File: config.mk
export PLATFORM = sky130hd
export DESIGN_NAME = tick24_timer
export DESIGN_NICKNAME = d
export VERILOG_FILES = /design/src/rtl/tick24_pkg.sv /design/src/rtl/tick24_decode.sv /design/src/rtl/tick24_regs.sv /design/src/rtl/tick24_core.sv /design/src/rtl/tick24_timer.sv
export SDC_FILE = /design/constraint.sdc
export NUM_CORES = 1
export LEC_CHECK = 0
export BUFFER_PORTS_ARGS = -buffer_cell sky130_fd_sc_hd__clkbuf_2
export CAP_MARGIN = 20
export CORE_UTILIZATION = 64
export CTS_CLUSTER_SIZE = 24
export DETAILED_ROUTE_END_ITERATION = 10
export HOLD_SLACK_MARGIN = 0.08
export PLACE_DENSITY_LB_ADDON = 0.08
export SYNTH_ARGS = -nofsm -noshare
export SYNTH_HDL_FRONTEND = slang
export SYNTH_HIERARCHICAL = 1
export SYNTH_SLANG_ARGS = --single-unit
File: constraint.sdc
create_clock -name clk -period 5.1 [get_ports clk]
set_input_delay 0.255 -clock clk [delete_from_list [all_inputs] [get_ports clk]]
set_output_delay 0.255 -clock clk [all_outputs]
set_load 0.01 [all_outputs]
File: src/rtl/tick24_pkg.sv
package tick24_pkg;
  localparam int IDX_W = 5;
  typedef logic [IDX_W-1:0] reg_idx_t;

  localparam reg_idx_t IDX_JUMPER = 5'h0C;
  localparam reg_idx_t IDX_CTRL   = 5'h10;
  localparam reg_idx_t IDX_PRE_HI = 5'h13;  // hi, mid, lo follow in order
  localparam reg_idx_t IDX_STAT   = 5'h1A;
endpackage

File: src/rtl/tick24_decode.sv
module tick24_decode
  import tick24_pkg::*;
#(
  parameter int                ADDR_W  = 16,
  parameter logic [ADDR_W-1:0] WIN_LO  = 16'hA000,
  parameter logic [ADDR_W-1:0] WIN_HI  = 16'hA200,
  parameter int                IDX_LSB = 4
) (
  input  logic [ADDR_W-1:0] addr_i,
  output logic              in_win_o,
  output reg_idx_t          idx_o
);
  always_comb begin
    in_win_o = (addr_i >= WIN_LO) && (addr_i <= WIN_HI);
    idx_o    = addr_i[IDX_LSB +: IDX_W];
  end
endmodule

File: src/rtl/tick24_regs.sv
module tick24_regs
  import tick24_pkg::*;
#(
  parameter int CNT_W = 24,
  localparam int NBYTES = CNT_W / 8
) (
  input  logic             clk,
  input  logic             rst_ni,
  input  logic             wr_stb_i,
  input  logic             rd_stb_i,
  input  reg_idx_t         idx_i,
  input  logic [7:0]       wdata_i,
  input  logic             status_i,
  output logic             enable_o,
  output logic             load_o,
  output logic             clr_o,
  output logic [CNT_W-1:0] preload_o,
  output logic [7:0]       rdata_o
);
  logic [7:0] ctrl_q, ctrl_d;
  logic [7:0] pre_q [NBYTES];
  logic       wr_ctrl;

  always_comb begin
    wr_ctrl = wr_stb_i && (idx_i == IDX_CTRL);
    ctrl_d  = wr_ctrl ? wdata_i : ctrl_q;
    load_o  = wr_ctrl && wdata_i[0];
    clr_o   = wr_stb_i && (idx_i == IDX_STAT);
  end

  always_ff @(posedge clk or negedge rst_ni) begin
    if (!rst_ni) ctrl_q <= '0;
    else         ctrl_q <= ctrl_d;
  end

  assign enable_o = ctrl_q[0];

  for (genvar g = 0; g < NBYTES; g++) begin : g_pre
    logic       wr_g;
    logic [7:0] pre_d;
    always_comb begin
      wr_g  = wr_stb_i && (idx_i == IDX_PRE_HI + IDX_W'(g));
      pre_d = wr_g ? wdata_i : pre_q[g];
    end
    always_ff @(posedge clk or negedge rst_ni) begin
      if (!rst_ni) pre_q[g] <= '0;
      else         pre_q[g] <= pre_d;
    end
    assign preload_o[CNT_W-1-8*g -: 8] = pre_q[g];
  end

  always_comb begin
    rdata_o = '0;
    if (rd_stb_i) begin
      if (idx_i == IDX_CTRL) rdata_o = ctrl_q;
      if (idx_i == IDX_STAT) rdata_o = {7'b0, status_i};
      for (int i = 0; i < NBYTES; i++)
        if (idx_i == IDX_PRE_HI + IDX_W'(i)) rdata_o = pre_q[i];
    end
  end

  // only a control write with bit 0 set may restart the counter
  p_load_only_on_ctrl_r4: assert property (@(posedge clk) disable iff (!rst_ni)
    load_o |-> (wr_stb_i && idx_i == IDX_CTRL));
endmodule

File: src/rtl/tick24_core.sv
module tick24_core #(
  parameter int CNT_W = 24
) (
  input  logic             clk,
  input  logic             rst_ni,
  input  logic             tick_i,
  input  logic             enable_i,
  input  logic             load_i,
  input  logic             clr_i,
  input  logic [CNT_W-1:0] preload_i,
  output logic             status_o
);
  logic [CNT_W-1:0] cnt_q, cnt_d;
  logic             status_q, status_d;
  logic             run_tick, zero_hit;

  always_comb begin
    run_tick = tick_i && enable_i && !load_i;
    zero_hit = run_tick && (cnt_q <= CNT_W'(1));
    cnt_d    = cnt_q;
    if (load_i)        cnt_d = preload_i;
    else if (zero_hit) cnt_d = preload_i;
    else if (run_tick) cnt_d = cnt_q - CNT_W'(1);
    status_d = status_q;
    if (zero_hit)   status_d = 1'b1;
    else if (clr_i) status_d = 1'b0;
  end

  always_ff @(posedge clk or negedge rst_ni) begin
    if (!rst_ni) begin
      cnt_q    <= '0;
      status_q <= 1'b0;
    end else begin
      cnt_q    <= cnt_d;
      status_q <= status_d;
    end
  end

  assign status_o = status_q;

  p_load_copies_preload_r4: assert property (@(posedge clk) disable iff (!rst_ni)
    load_i |=> (cnt_q == $past(preload_i)));
  p_step_down_r6: assert property (@(posedge clk) disable iff (!rst_ni)
    (tick_i && enable_i && !load_i && cnt_q > CNT_W'(1)) |=> (cnt_q == $past(cnt_q) - CNT_W'(1)));
  p_zero_refill_r6: assert property (@(posedge clk) disable iff (!rst_ni)
    (tick_i && enable_i && !load_i && cnt_q <= CNT_W'(1)) |=> (status_q && cnt_q == $past(preload_i)));
  p_clear_drops_r8: assert property (@(posedge clk) disable iff (!rst_ni)
    (clr_i && !(tick_i && enable_i && !load_i && cnt_q <= CNT_W'(1))) |=> !status_q);
  p_idle_hold_r11: assert property (@(posedge clk) disable iff (!rst_ni)
    (!load_i && !(tick_i && enable_i)) |=> ($stable(cnt_q) && (status_q || !$past(status_q) || $past(clr_i))));
endmodule

File: src/rtl/tick24_timer.sv
module tick24_timer
  import tick24_pkg::*;
#(
  parameter int                ADDR_W = 16,
  parameter int                CNT_W  = 24,
  parameter logic [ADDR_W-1:0] WIN_LO = 16'hA000,
  parameter logic [ADDR_W-1:0] WIN_HI = 16'hA200
) (
  input  logic              clk,
  input  logic              rst_n,
  input  logic              bus_en,
  input  logic              bus_we,
  input  logic [ADDR_W-1:0] bus_addr,
  input  logic [7:0]        bus_wdata,
  output logic [7:0]        bus_rdata,
  input  logic              tick,
  output logic              irq
);
  logic [1:0]       rst_sync_q;
  logic             rst_ni;
  logic             in_win, wr_stb, rd_stb;
  reg_idx_t         idx;
  logic             enable, load, clr, status;
  logic [CNT_W-1:0] preload;

  // asynchronous assert, synchronous release
  always_ff @(posedge clk or negedge rst_n) begin
    if (!rst_n) rst_sync_q <= '0;
    else        rst_sync_q <= {rst_sync_q[0], 1'b1};
  end
  assign rst_ni = rst_sync_q[1];

  tick24_decode #(.ADDR_W(ADDR_W), .WIN_LO(WIN_LO), .WIN_HI(WIN_HI), .IDX_LSB(4)) u_dec (
    .addr_i(bus_addr), .in_win_o(in_win), .idx_o(idx));

  assign wr_stb = bus_en && bus_we && in_win;
  assign rd_stb = bus_en && !bus_we && in_win;

  tick24_regs #(.CNT_W(CNT_W)) u_regs (
    .clk(clk), .rst_ni(rst_ni), .wr_stb_i(wr_stb), .rd_stb_i(rd_stb), .idx_i(idx),
    .wdata_i(bus_wdata), .status_i(status), .enable_o(enable), .load_o(load),
    .clr_o(clr), .preload_o(preload), .rdata_o(bus_rdata));

  tick24_core #(.CNT_W(CNT_W)) u_core (
    .clk(clk), .rst_ni(rst_ni), .tick_i(tick), .enable_i(enable), .load_i(load),
    .clr_i(clr), .preload_i(preload), .status_o(status));

  assign irq = status;

  p_outside_reads_zero_r1: assert property (@(posedge clk) disable iff (!rst_ni)
    (bus_en && !bus_we && (bus_addr < WIN_LO || bus_addr > WIN_HI)) |-> (bus_rdata == 8'h00));
  p_reset_quiet_r10: assert property (@(posedge clk)
    (!rst_ni) |-> !irq);
endmodule

# [Word level (Yosys, flattened, before mapping)]
# Cells that the tools add are included.
[word_totals] in_bits=29 ff_bits=59 elab_cells=45
[classes] order_cmp=3 add_sub_neg=1 mux=11 eq_ne=5 reduce_logical=18
[op_table] op="$mux 24" count=3
[op_table] op="$mux 8" count=6
[op_table] op="$eq 5x5->1 const B" count=5
[op_table] op="$le 24x1->1 const B" count=1
[op_table] op="$sub 24x1->24 const B" count=1
[op_table] op="$ge 16x16->1 const B" count=1
[op_table] op="$le 16x16->1 const B" count=1
[op_table] op="$logic_and 1x1->1" count=14
[op_table] op="$reduce_bool 3->1" count=1
[op_table] op="$logic_not 1->1" count=2
[op_table] op="$mux 1" count=2
[op_table] op="$reduce_bool 2->1" count=1

# [Logic depth before layout (Yosys ltp)]
# Gate-level depths: netlist (run 1).
[logic_depth] depth_word=10 mapped_depth=14 mapped_depth_nobuf=12

# [By module]
# Netlist (run 1), hierarchy kept.
[modules_own_cells] module="tick24_core" cells_per_inst=201 instances=1 area_per_inst_um2=1778.0
[modules_own_cells] module="tick24_regs" cells_per_inst=142 instances=1 area_per_inst_um2=1694.1
[modules_own_cells] module="tick24_decode" cells_per_inst=12 instances=1 area_per_inst_um2=85.1
[modules_own_cells] module="tick24_timer" cells_per_inst=5 instances=1 area_per_inst_um2=70.1

# [Worst setup path before layout (run 1)]
# No wires, ideal clock.
[synth_timing] path_type="in2reg" start="in bus_addr[11]" end="reg u_core.cnt_q[8]" setup_slack_ns=2.133 path_buffers=3 setup_ns=0.130 cell_stages=14 t_arrival_ns=2.837 t_required_ns=4.970 cell_sequence="nor4b_1 nand3b_1 a21oi_1 and3_2 nor2b_1 or3b_1 buf_6 nor2_1 clkbuf_1 nand2b_1 clkbuf_1 nand3_1 o21ai_0 a31oi_1"
[synth_between] elab_chain_cells=10 word_cells_on_any_way=12
[synth_lines] element="start: declaration" line="tick24_timer.sv:13" source="input logic [ADDR_W-1:0] bus_addr,"
[synth_lines] element="$ge 16x16->1 or $le 16x16->1 (tied branches)" line="tick24_decode.sv:14" source="in_win_o = (addr_i >= WIN_LO) && (addr_i <= WIN_HI);"
[synth_lines] element="$logic_and 1x1->1 (*)" line="tick24_decode.sv:14"
[synth_lines] element="via in_win" line="tick24_timer.sv:21" source="logic in_win, wr_stb, rd_stb;"
[synth_lines] element="$logic_and 1x1->1 (*)" line="tick24_timer.sv:36" source="assign wr_stb = bus_en && bus_we && in_win;"
[synth_lines] element="via wr_stb" line="tick24_timer.sv:21"
[synth_lines] element="$logic_and 1x1->1 (*)" line="tick24_regs.sv:25" source="wr_ctrl = wr_stb_i && (idx_i == IDX_CTRL);"
[synth_lines] element="$logic_and 1x1->1 (*)" line="tick24_regs.sv:27" source="load_o = wr_ctrl && wdata_i[0];"
[synth_lines] element="via load" line="tick24_timer.sv:23" source="logic enable, load, clr, status;"
[synth_lines] element="$logic_not 1->1" line="tick24_core.sv:18" source="run_tick = tick_i && enable_i && !load_i;"
[synth_lines] element="$logic_and 1x1->1" line="tick24_core.sv:18"
[synth_lines] element="$logic_and 1x1->1" line="tick24_core.sv:19" source="zero_hit = run_tick && (cnt_q <= CNT_W'(1));"
[synth_lines] element="$mux 24" line="tick24_core.sv:22" source="else if (zero_hit) cnt_d = preload_i;"
[synth_lines] element="$mux 24" line="tick24_core.sv:21" source="if (load_i) cnt_d = preload_i;"
[synth_lines] element="end signal: assignment" line="tick24_core.sv:34" source="cnt_q <= cnt_d;"
[synth_lines] element="end: declaration" line="tick24_core.sv:13" source="logic [CNT_W-1:0] cnt_q, cnt_d;"
# The timed path passes the listed nets; every way through them passes the cells marked *.
# A chain may end at the register's enable or synchronous reset.

# [Final worst setup path (run 1)]
[layout_timing] start="in bus_addr[4]" end="reg u_core.cnt_q[16]"
# The elaborated chain is that of the path after synthesis.

==> results of run 1 <==
[cells by family after synthesis]
group,synth area share [%]
mux,10.8
buf+inv,4.59
other cells,0.103
simple gates,26.4
xor+xnor,0.242
fa+ha+maj,0.690
flops,40.7
compound gates,16.5
[state kept, by name (all words and copies together) (netlist names)]
signal            cells
u_regs/ctrl_q         8
u_core/status_o       1
u_regs/preload_o     24
rst_sync_q            2
u_core/cnt_q         24
[power breakdown]
| part | switching, mW | leakage, nW | internal [mW] | total (mW) |
|---|---|---|---|---|
| clock network | 0.210 | 0.0998 | 0.229 | 0.438 |
| logic | 0.0314 | 0.864 | 0.0179 | 0.0493 |
| registers | 0.00277 | 0.782 | 0.470 | 0.473 |
[metrics by stage]
| step | power, mW | area (um2) |
|---|---|---|
| 2_1_floorplan | 0.512 | 3630 |
| 3_3_place_gp | 0.530 | 3790 |
| 3_5_place_dp | 0.531 | 3790 |
| 4_1_cts | 0.964 | 4000 |
| 5_1_grt | 0.989 | 4000 |
| 6_report | 0.960 | 4000 |
[per-layer routing]
| metal | vias to the layer above | GRT usage, % | wire length, um | part of all wire, % |
|---|---|---|---|---|
| met5 | - | 0 | 0 | 0 |
| met4 | 0 | 14.2 | 280 | 3.1 |
| met1 | 1539 | 43.7 | 3800 | 42 |
| li1 | 1428 | - | - | - |
| met2 | 176 | 52.2 | 4290 | 47 |
| met3 | 32 | 9.64 | 773 | 8.5 |
[synth_stat cells, drive strengths merged (2+ instances only)]
master and count:
dfrtp 59, nor2 36, mux2 32, nand2 23
nand3 20, a21oi 17, clkbuf 14, o221a 12
buf 11, nor4 11, o21ai 9, or3b 9
nand4 8, nor3 8, nand2b 7, inv 6
or4 6, a31oi 5, nand3b 5, o32a 5
or3 5, and3 4, a211oi 3, and3b 3
nor4b 3, o21a 3, o31a 3, a21o 2
a221o 2, a221oi 2, and2 2, and2b 2
ha 2, o221ai 2, o41ai 2, or2 2
[timing repair]
action,4_1_cts,5_1_grt
endpoints found under the hold margin,2,0
gates resized for setup,0,0
hold buffers,1,0
[final timing paths]
check,start,endpoint,slack (ps),cells past startpoint
worst max-delay path,bus_addr[4],u_core/cnt_q[16],1470,13
worst min-delay path,bus_wdata[4],u_regs/preload_o[12],180,2
worst max register to register,u_core/cnt_q[0],u_core/cnt_q[20],2310,7
worst min register to register,rst_sync_q[0],rst_sync_q[1],370,0
max in group asynchronous,rst_sync_q[1],u_core/status_o,4230,1
min in group asynchronous,rst_n,rst_sync_q[1],210,2
[cell type report]
cell class                      count  area, um2  area share, %
Clock buffer                        9        124           3.10
Clock inverter                      7       77.6           1.94
Inverter                            6       22.5          0.563
Multi-Input combinational cell    270       1980           49.6
Sequential cell                    59       1480           36.9
Tap cell                           72       90.1           2.25
Timing Repair Buffer               42        225           5.63
[critical path, cell delays in order]
cell and delay, ps:
clkbuf_2 350, nor3_1 260, nand3_1 90, a21oi_1 160
and3_2 210, nor2b_1 180, or3b_1 630, nor2_1 510
nand3b_1 230, nor4_2 90, a31o_4 310, or4_1 520
nand3_1 100
==> summary.md, run 1 <==
| Metric | Value |
|---|---|
| Status | `completed` |
| Max-cap viol count | `0` |
| Main flop type after synthesis | `dfrtp_1` |
| Tcrit/Tclk final | `between 70% and 80%` |
| Seq cells post-synth | `59` |
| Diode count | `0` |
| CP required | `approximately 5400 ps` |
| CP max FO | `33` |
| First-pass GRT wire length | `15.0 mm` |
| Distinct cell type count of the synthesized netlist | `69` |
| Final worst slack | `approximately 1500 ps` |
| Die area | `5970 um2` |
| YS warnings | `6` |
| Largest area contributor in the synthesized netlist | `dfrtp_1` |
| VDD IR max | `slightly above 0.0002 V` |
| Avg WL per Cell | `a little under 20 um` |
| DR iter-0 viols | `315` |
| Grt total ovfl | `0` |
| Startpoint Class | `input port` |
| Tot GR Track Use | `33.6%` |
| Share of the synthesized area in the top cell type | `around 41%` |
| Most frequent cells in the layout | `dfrtp_1 (58), clkbuf_2 (37), nor2_1 (35)` |
| Via-to-Cell Ratio | `roughly 7` |
| Top post-synthesis cells by area | `dfrtp_1 (41%), mux2_2 (7.5%), o221a_2 (3.7%)` |
| PortBufs | `37` |
| Pre-Repair DR Iteration Count | `5` |
| Async S/R FF share, synth | `100%` |
| Worst-path clk slew | `about 80 ps` |
| Worst setup EP type | `register` |
| Post-Layout Cell Count | `465` |
| Chip Width | `between 70 and 80 um` |
| Fillers | `418` |
| Post-layout util | `around three quarters` |
| Hold Vio Cnt, Final | `0` |
| Syn nets | `between 300 and 400` |
| Setup Fix Bufs, Post-CTS | `0` |
| Rel. slew slack | `between 30% and 40%` |
| CTS H-tree depth | `3` |
| Commonest non-fill, non-tap cell in the layout | `dfrtp_1` |
| Largest net degree at the start of global routing | `58` |
| Number of synthesized flops with an enable pin | `0` |
| Syn Std Cell Area | `~3600 um2` |
| LEAKAGE | `roughly 1.7 nW` |
| Vias in the first global route | `2960` |
| Setup Viol. Count Final | `0` |
| Starting density of the core | `66.3%` |
| Avg Cell Area, Syn | `just over 10 um2` |
| # DRC | `0` |
| Root buf cell | `clkbuf_8` |
| Final WL | `about 9.1 mm` |
| Setup TNS Final | `0 ps` |
| Final GP Congestion | `a little under 0.9` |
| Clock net sink count | `59` |
| Fin crit period | `between 3000 and 4000 ps` |
| Placed Cells | `roughly 450` |
| Die Ht | `77.3 um` |
| P&R area growth vs syn | `10.3%` |
| Clock latency on the worst-skew pair | `350 ps` |
| WP data arrival | `3910 ps` |
| Syn Inst Count | `360` |
| Vias | `~3200` |
| CTS tree | `done` |
| Pwr dens | `approximately 240 nW/um2` |
| Pre-CTS setup slack | `around 1200 ps` |
| HP Class | `input port to register` |
| Initial antenna violation count | `0` |
| Tightest Pin Transition | `slightly above 900 ps` |
| Sequential share of the synthesized area | `40.7%` |
| Fmax | `276 MHz` |
| Hold Slack | `between 150 and 200 ps` |
| Top-Level Pins | `38` |
| Placement Rows | `27` |
| Detail Placement HPWL | `roughly 6.4 mm` |
| CP Class | `input port to register` |
| Remaining antenna violation count | `0` |
| Max clock buf depth | `2` |
| Post-route clock skew | `7.95 ps` |
| Fin. max-slew vios | `0` |
| Final nets | `419` |
| Core area | `approximately 5500 um2` |
| Cts bufs inserted | `9` |
| RSZ-0062 raised after global routing | `no` |
| Fraction of layout instances using a drive strength above 1 | `33.8%` |
No activity file was read; power rests on OpenSTA's default activity.
==> run 2, diff against run 1 <==
--- a/config.mk
+++ b/config.mk
@@ -7,7 +7,7 @@
 export LEC_CHECK = 0
 export BUFFER_PORTS_ARGS = -buffer_cell sky130_fd_sc_hd__clkbuf_2
 export CAP_MARGIN = 20
-export CORE_UTILIZATION = 64
+export CORE_UTILIZATION = 53
 export CTS_CLUSTER_SIZE = 24
 export DETAILED_ROUTE_END_ITERATION = 10
 export HOLD_SLACK_MARGIN = 0.08
==> constraint.sdc (replaced) <==
create_clock -name clk -period 3.3 [get_ports clk]
set_input_delay 0.165 -clock clk [delete_from_list [all_inputs] [get_ports clk]]
set_output_delay 0.165 -clock clk [all_outputs]
set_load 0.01 [all_outputs]
==> summary.md, run 2 (synthesis gave the netlist of run 1 again) <==
| Metric | Value |
|---|---|
| Hold Vio Cnt, Final | `0` |
| Setup Viol. Count Final | `0` |
| Vias | `3132` |
| Commonest non-fill, non-tap cell in the layout | `dfrtp_1` |
| Crit path cell chain | `clkbuf_2 > nor4_2 > nand3_1 > a21oi_1 > and3_2 > nor2b_1 > or3b_1 > nor2_1 > buf_4 > nand2b_1 > nand2_1 > or3_1 > o221a_2` |
| CTS tree | `done` |
| Hold Startpoint | `bus_wdata[6]` |
| Final GP Congestion | `between 0.9 and 1` |
| Seq pwr share | `between 40% and 50%` |
| Setup Fix Bufs, Post-CTS | `0` |
| Final WL | `between 9 and 10 mm` |
| Pre-Repair DR Iteration Count | `7` |
| Sw Share | `between 20% and 30%` |
| Largest net degree at the start of global routing | `33` |
| First-pass GRT wire length | `around 16 mm` |
| Fraction of layout instances using a drive strength above 1 | `about 34%` |
| Via-to-Cell Ratio | `6.59` |
| Clock latency on the worst-skew pair | `between 300 and 400 ps` |
| Startpoint Class | `input port` |
| Rel. slew slack | `between 30% and 40%` |
| Switching power | `around 0.32 mW` |
| Starting density of the core | `between 50% and 60%` |
| Max clock buf depth | `2` |
| Reg2reg start | `u_core/cnt_q[0]` |
| CP max FO | `19` |
| Worst path slowest cell | `or3b_1` |
| Comb power frac | `a little under 5%` |
| WP data arrival | `approximately 3000 ps` |
| Remaining antenna violation count | `0` |
| CP Launch Point | `bus_addr[6]` |
| Tcrit/Tclk final | `between 80% and 90%` |
| RSZ-0062 raised after global routing | `no` |
| Chip Width | `84.7 um` |
| CP required | `between 3000 and 4000 ps` |
| Fmax | `367 MHz` |
| Fin crit period | `2730 ps` |
| Post-route clock skew | `roughly 12 ps` |
| P&R area growth vs syn | `12.4%` |
| HP Class | `input port to register` |
| CTS H-tree depth | `3` |
| CP Class | `input port to register` |
| Worst setup EP type | `register` |
| VDD IR max | `approximately 0.0003 V` |
| Max-cap viol count | `0` |
| Tot GR Track Use | `between 20% and 30%` |
| Fin. max-slew vios | `0` |
| PortBufs | `37` |
| Worst-path clk slew | `70 ps` |
| Internal | `~1.2 mW` |
| Clock power frac | `a little under half` |
| Placement Rows | `29` |
| Top-Level Pins | `38` |
| Vias in the first global route | `around 3000` |
| Final nets | `425` |
| Post-layout util | `approximately 63%` |
| Die area | `between 7000 and 8000 um2` |
| Post_cts resized | `0` |
| Pwr dens | `370 nW/um2` |
| Core area | `between 6000 and 7000 um2` |
| Detail Placement HPWL | `around 6.8 mm` |
| Worst path max stage delay | `approximately 380 ps` |
| Grt total ovfl | `0` |
| Root buf cell | `clkbuf_8` |
| Clock net sink count | `59` |
| Initial antenna violation count | `0` |
| Cts bufs inserted | `9` |
| DR iter-0 viols | `284` |
| Die Ht | `84.7 um` |
| Tightest Pin Transition | `899 ps` |
| Most frequent cells in the layout | `dfrtp_1 (58), clkbuf_2 (37), nor2_1 (35)` |
| Avg WL per Cell | `around 20 um` |
| LEAKAGE | `1.79 nW` |
| Status | `completed` |
| Setup TNS Final | `0 ps` |
| # DRC | `0` |
| Diode count | `0` |
[run 2: cell count changes in the layout (fill, tap and decap cells not counted), sizes merged]
cell,previous run,this run
buf,4,10
clkbuf,46,51
clkinv,4,0
clkinvlp,1,0
inv,7,6
[run 2: power by group through the flow]
stage          Sequential (mW)  Combinational, mW  Clock (mW)
6_report                 0.738             0.0738       0.697
2_1_floorplan            0.753             0.0381           0
5_1_grt                  0.740             0.0822       0.745
4_1_cts                  0.739             0.0736       0.713
3_5_place_dp             0.752             0.0725           0
3_3_place_gp             0.752             0.0704           0
[run 2: worst max-delay path: cells and delay by family]
| family | cells | cell delay, ps |
|---|---|---|
| AND/OR/NAND/NOR | 9 | 2090 |
| buffers and inverters | 2 | 400 |
| AO/OA/AOI/OAI | 2 | 320 |
[run 2: metal layers]
layer / GRT usage, % / vias up / part of all wire [%] / routed length [um]
met5: 0 / - / 0 / 0
met4: 8.94 / 0 / 1.1 / 110
met3: 8.36 / 14 / 5.4 / 520
met2: 46.4 / 122 / 48 / 4660
met1: 39.8 / 1564 / 45 / 4350
li1: - / 1432 / - / -
[run 2: final cells by class]
type                            count  area, um2
Inverter                            6       22.5
Clock buffer                       14        183
Sequential cell                    59       1480
Tap cell                           77       96.3
Clock inverter                      1       30.0
Multi-Input combinational cell    270       1980
Fill cell                         536       2420
Timing Repair Buffer               48        283
[run 2: path summary, 6_finish.rpt]
check | depth (start not counted) | slack, ps | to
min reg2reg | 0 | 280 | u_core/cnt_q[13]
max reg2reg | 5 | 890 | u_core/cnt_q[13]
max | 13 | 570 | u_core/cnt_q[13]
min in group asynchronous | 2 | 140 | rst_sync_q[1]
min | 2 | 110 | u_regs/ctrl_q[6]
max in group asynchronous | 1 | 2190 | u_core/cnt_q[3]
[run 2: through the flow]
stage | setup slack (ps) | hold slack, ps | cell area (um2) | power [mW] | cells
global placement | 353 | -50.4 | 3850 | 0.822 | 459
global route | 357 | 102 | 4080 | 1.57 | 475
finish | 572 | 108 | 4080 | 1.51 | 475
CTS | 616 | 94.6 | 4080 | 1.52 | 475
floorplan | 423 | -131 | 3630 | 0.791 | 360
detailed placement | 276 | -47.0 | 3850 | 0.824 | 459
[run 2: timing repair]
| action | CTS | global route |
|---|---|---|
| endpoints found under the setup margin | 0 | 0 |
| hold buffers | 1 | 0 |
| hold endpoints to repair | 2 | 0 |
==> run 3, diff against run 2 <==
--- a/config.mk
+++ b/config.mk
@@ -7,7 +7,7 @@
 export LEC_CHECK = 0
 export BUFFER_PORTS_ARGS = -buffer_cell sky130_fd_sc_hd__clkbuf_2
 export CAP_MARGIN = 20
-export CORE_UTILIZATION = 53
+export CORE_UTILIZATION = 59
 export CTS_CLUSTER_SIZE = 24
 export DETAILED_ROUTE_END_ITERATION = 10
 export HOLD_SLACK_MARGIN = 0.08
==> constraint.sdc (replaced) <==
create_clock -name clk -period 2.6 [get_ports clk]
set_input_delay 0.13 -clock clk [delete_from_list [all_inputs] [get_ports clk]]
set_output_delay 0.13 -clock clk [all_outputs]
set_load 0.01 [all_outputs]
==> summary.md, run 3 (synthesis gave the netlist of run 1 again) <==
| Metric | Value |
|---|---|
| Die Ht | `roughly 80 um` |
| Chip Width | `~80 um` |
| Setup Fix Bufs, Post-CTS | `0` |
| Worst-path clk slew | `around 70 ps` |
| CP required | `~2900 ps` |
| P&R area growth vs syn | `21.4%` |
| Sequential standard cell area | `around 1500 um2` |
| Worst setup EP type | `register` |
| Fmax | `roughly 420 MHz` |
| Post-Layout Cell Count | `~510` |
| Max-cap viol count | `0` |
| Vias in the first global route | `roughly 3200` |
| Root buf cell | `clkbuf_8` |
| Pre-Repair DR Iteration Count | `5` |
| Final GP Congestion | `roughly 0.92` |
| WP data arrival | `about 2600 ps` |
| Starting density of the core | `between 60% and 70%` |
| Remaining antenna violation count | `0` |
| VDD IR max | `between 0.0003 and 0.0004 V` |
| CP max FO | `8` |
| Placement Rows | `28` |
| Placed Cells | `between 400 and 500` |
| Detail Placement HPWL | `approximately 7 mm` |
| Vias | `about 3300` |
| Fin. max-slew vios | `0` |
| Rel. slew slack | `between 50% and 60%` |
| Fin crit period | `about 2400 ps` |
| First-pass GRT wire length | `approximately 16 mm` |
| DR iter-0 viols | `335` |
| Via-to-Cell Ratio | `~6.6` |
| Initial antenna violation count | `0` |
| Diode count | `0` |
| Grt total ovfl | `0` |
| # DRC | `0` |
| Commonest non-fill, non-tap cell in the layout | `dfrtp_1` |
| Largest net degree at the start of global routing | `33` |
| Tightest Pin Transition | `a little over 600 ps` |
| HP Class | `input port to register` |
| Clock net sink count | `59` |
| Area taken by multi-input logic gates | `2040 um2` |
| Fraction of layout instances using a drive strength above 1 | `between 30% and 40%` |
| LEAKAGE | `between 1.5 and 2 nW` |
| Setup Viol. Count Final | `0` |
| Die area | `between 6000 and 7000 um2` |
| Hold Vio Cnt, Final | `0` |
| Core area | `a little under 6000 um2` |
| CTS tree | `done` |
| CTS H-tree depth | `3` |
| Avg WL per Cell | `between 15 and 20 um` |
| Max clock buf depth | `2` |
| RSZ-0062 raised after global routing | `no` |
| Startpoint Class | `register` |
| Cts bufs inserted | `9` |
| Clock latency on the worst-skew pair | `~340 ps` |
| Total power | `1.91 mW` |
| Pwr dens | `around 430 nW/um2` |
| Final WL | `~9.8 mm` |
| Final nets | `~460` |
| Tot GR Track Use | `between 30 and 40%` |
| Post-route clock skew | `5.97 ps` |
| Tcrit/Tclk final | `between 90% and 100%` |
| CP Class | `register to register` |
| PortBufs | `37` |
| Fillers | `435` |
| Status | `completed` |
| Top-Level Pins | `38` |
| Most frequent cells in the layout | `dfrtp_1 (58), clkbuf_2 (37), buf_4 (37)` |
[run 3: cell type report]
class	instances	share of cell area (%)
flip-flops and latches	59	33.6
well taps	75	2.13
clock buffers	10	3.13
multi-input cells	270	46.4
clock inverters	6	1.48
inverters	6	0.512
repair buffers	82	12.8
[run 3: routing by layer]
layer  track usage [%]  up-vias  wire (um)
li1                  -     1507          -
met1              43.1     1655       4120
met4              12.1        0        217
met2              54.1      143       4730
met3              8.30       25        695
met5                 0        -          0
[run 3: what timing repair did]
action,CTS,global route
hold buffers,6,0
resized for setup,0,3
setup endpoints to repair,0,8
hold endpoints to repair,17,0
[run 3: path summary, 6_finish.rpt]
path,end,depth (start not counted),slack (ps),from
worst max-delay path,u_core/cnt_q[3],7,210,u_core/cnt_q[12]
worst max register to register,u_core/cnt_q[3],7,210,u_core/cnt_q[12]
worst min-delay path,u_regs/ctrl_q[6],2,90,bus_wdata[6]
worst min register to register,u_core/status_o,0,280,rst_sync_q[1]
min in group asynchronous,rst_sync_q[0],2,100,rst_n
max in group asynchronous,u_core/cnt_q[19],1,1740,rst_sync_q[1]
[run 3: per-stage QoR]
stage                     hold slack [ps]  setup WS (ps)  area, um2  TNS (ps)  util [%]
after global placement              -86.2          -96.1       4120     -1060      69.6
after floorplan                      -166          -21.3       3670     -21.3         -
final                                89.2            206       4400         0      74.4
after CTS                            82.0            172       4390         0      74.1
after global routing                 82.5           24.5       4400         0      74.4
after detailed placement            -84.2           -181       4120     -2350      69.6
[run 3: where the power goes]
group	switching [mW]	leakage [nW]	internal, mW	total (mW)
clock	0.390	0.102	0.468	0.858
combinational	0.0624	1.07	0.0490	0.111
sequential	0.0133	0.782	0.923	0.936
total	0.466	1.96	1.44	1.91
[run 3: worst max-delay path, cell delays in order (launching register included)]
cell and delay, ps:
dfrtp_1 430, or4_1 720, nor4_4 300, buf_4 190, a31o_4 200, buf_4 140
o21ai_2 60, a221oi_2 250
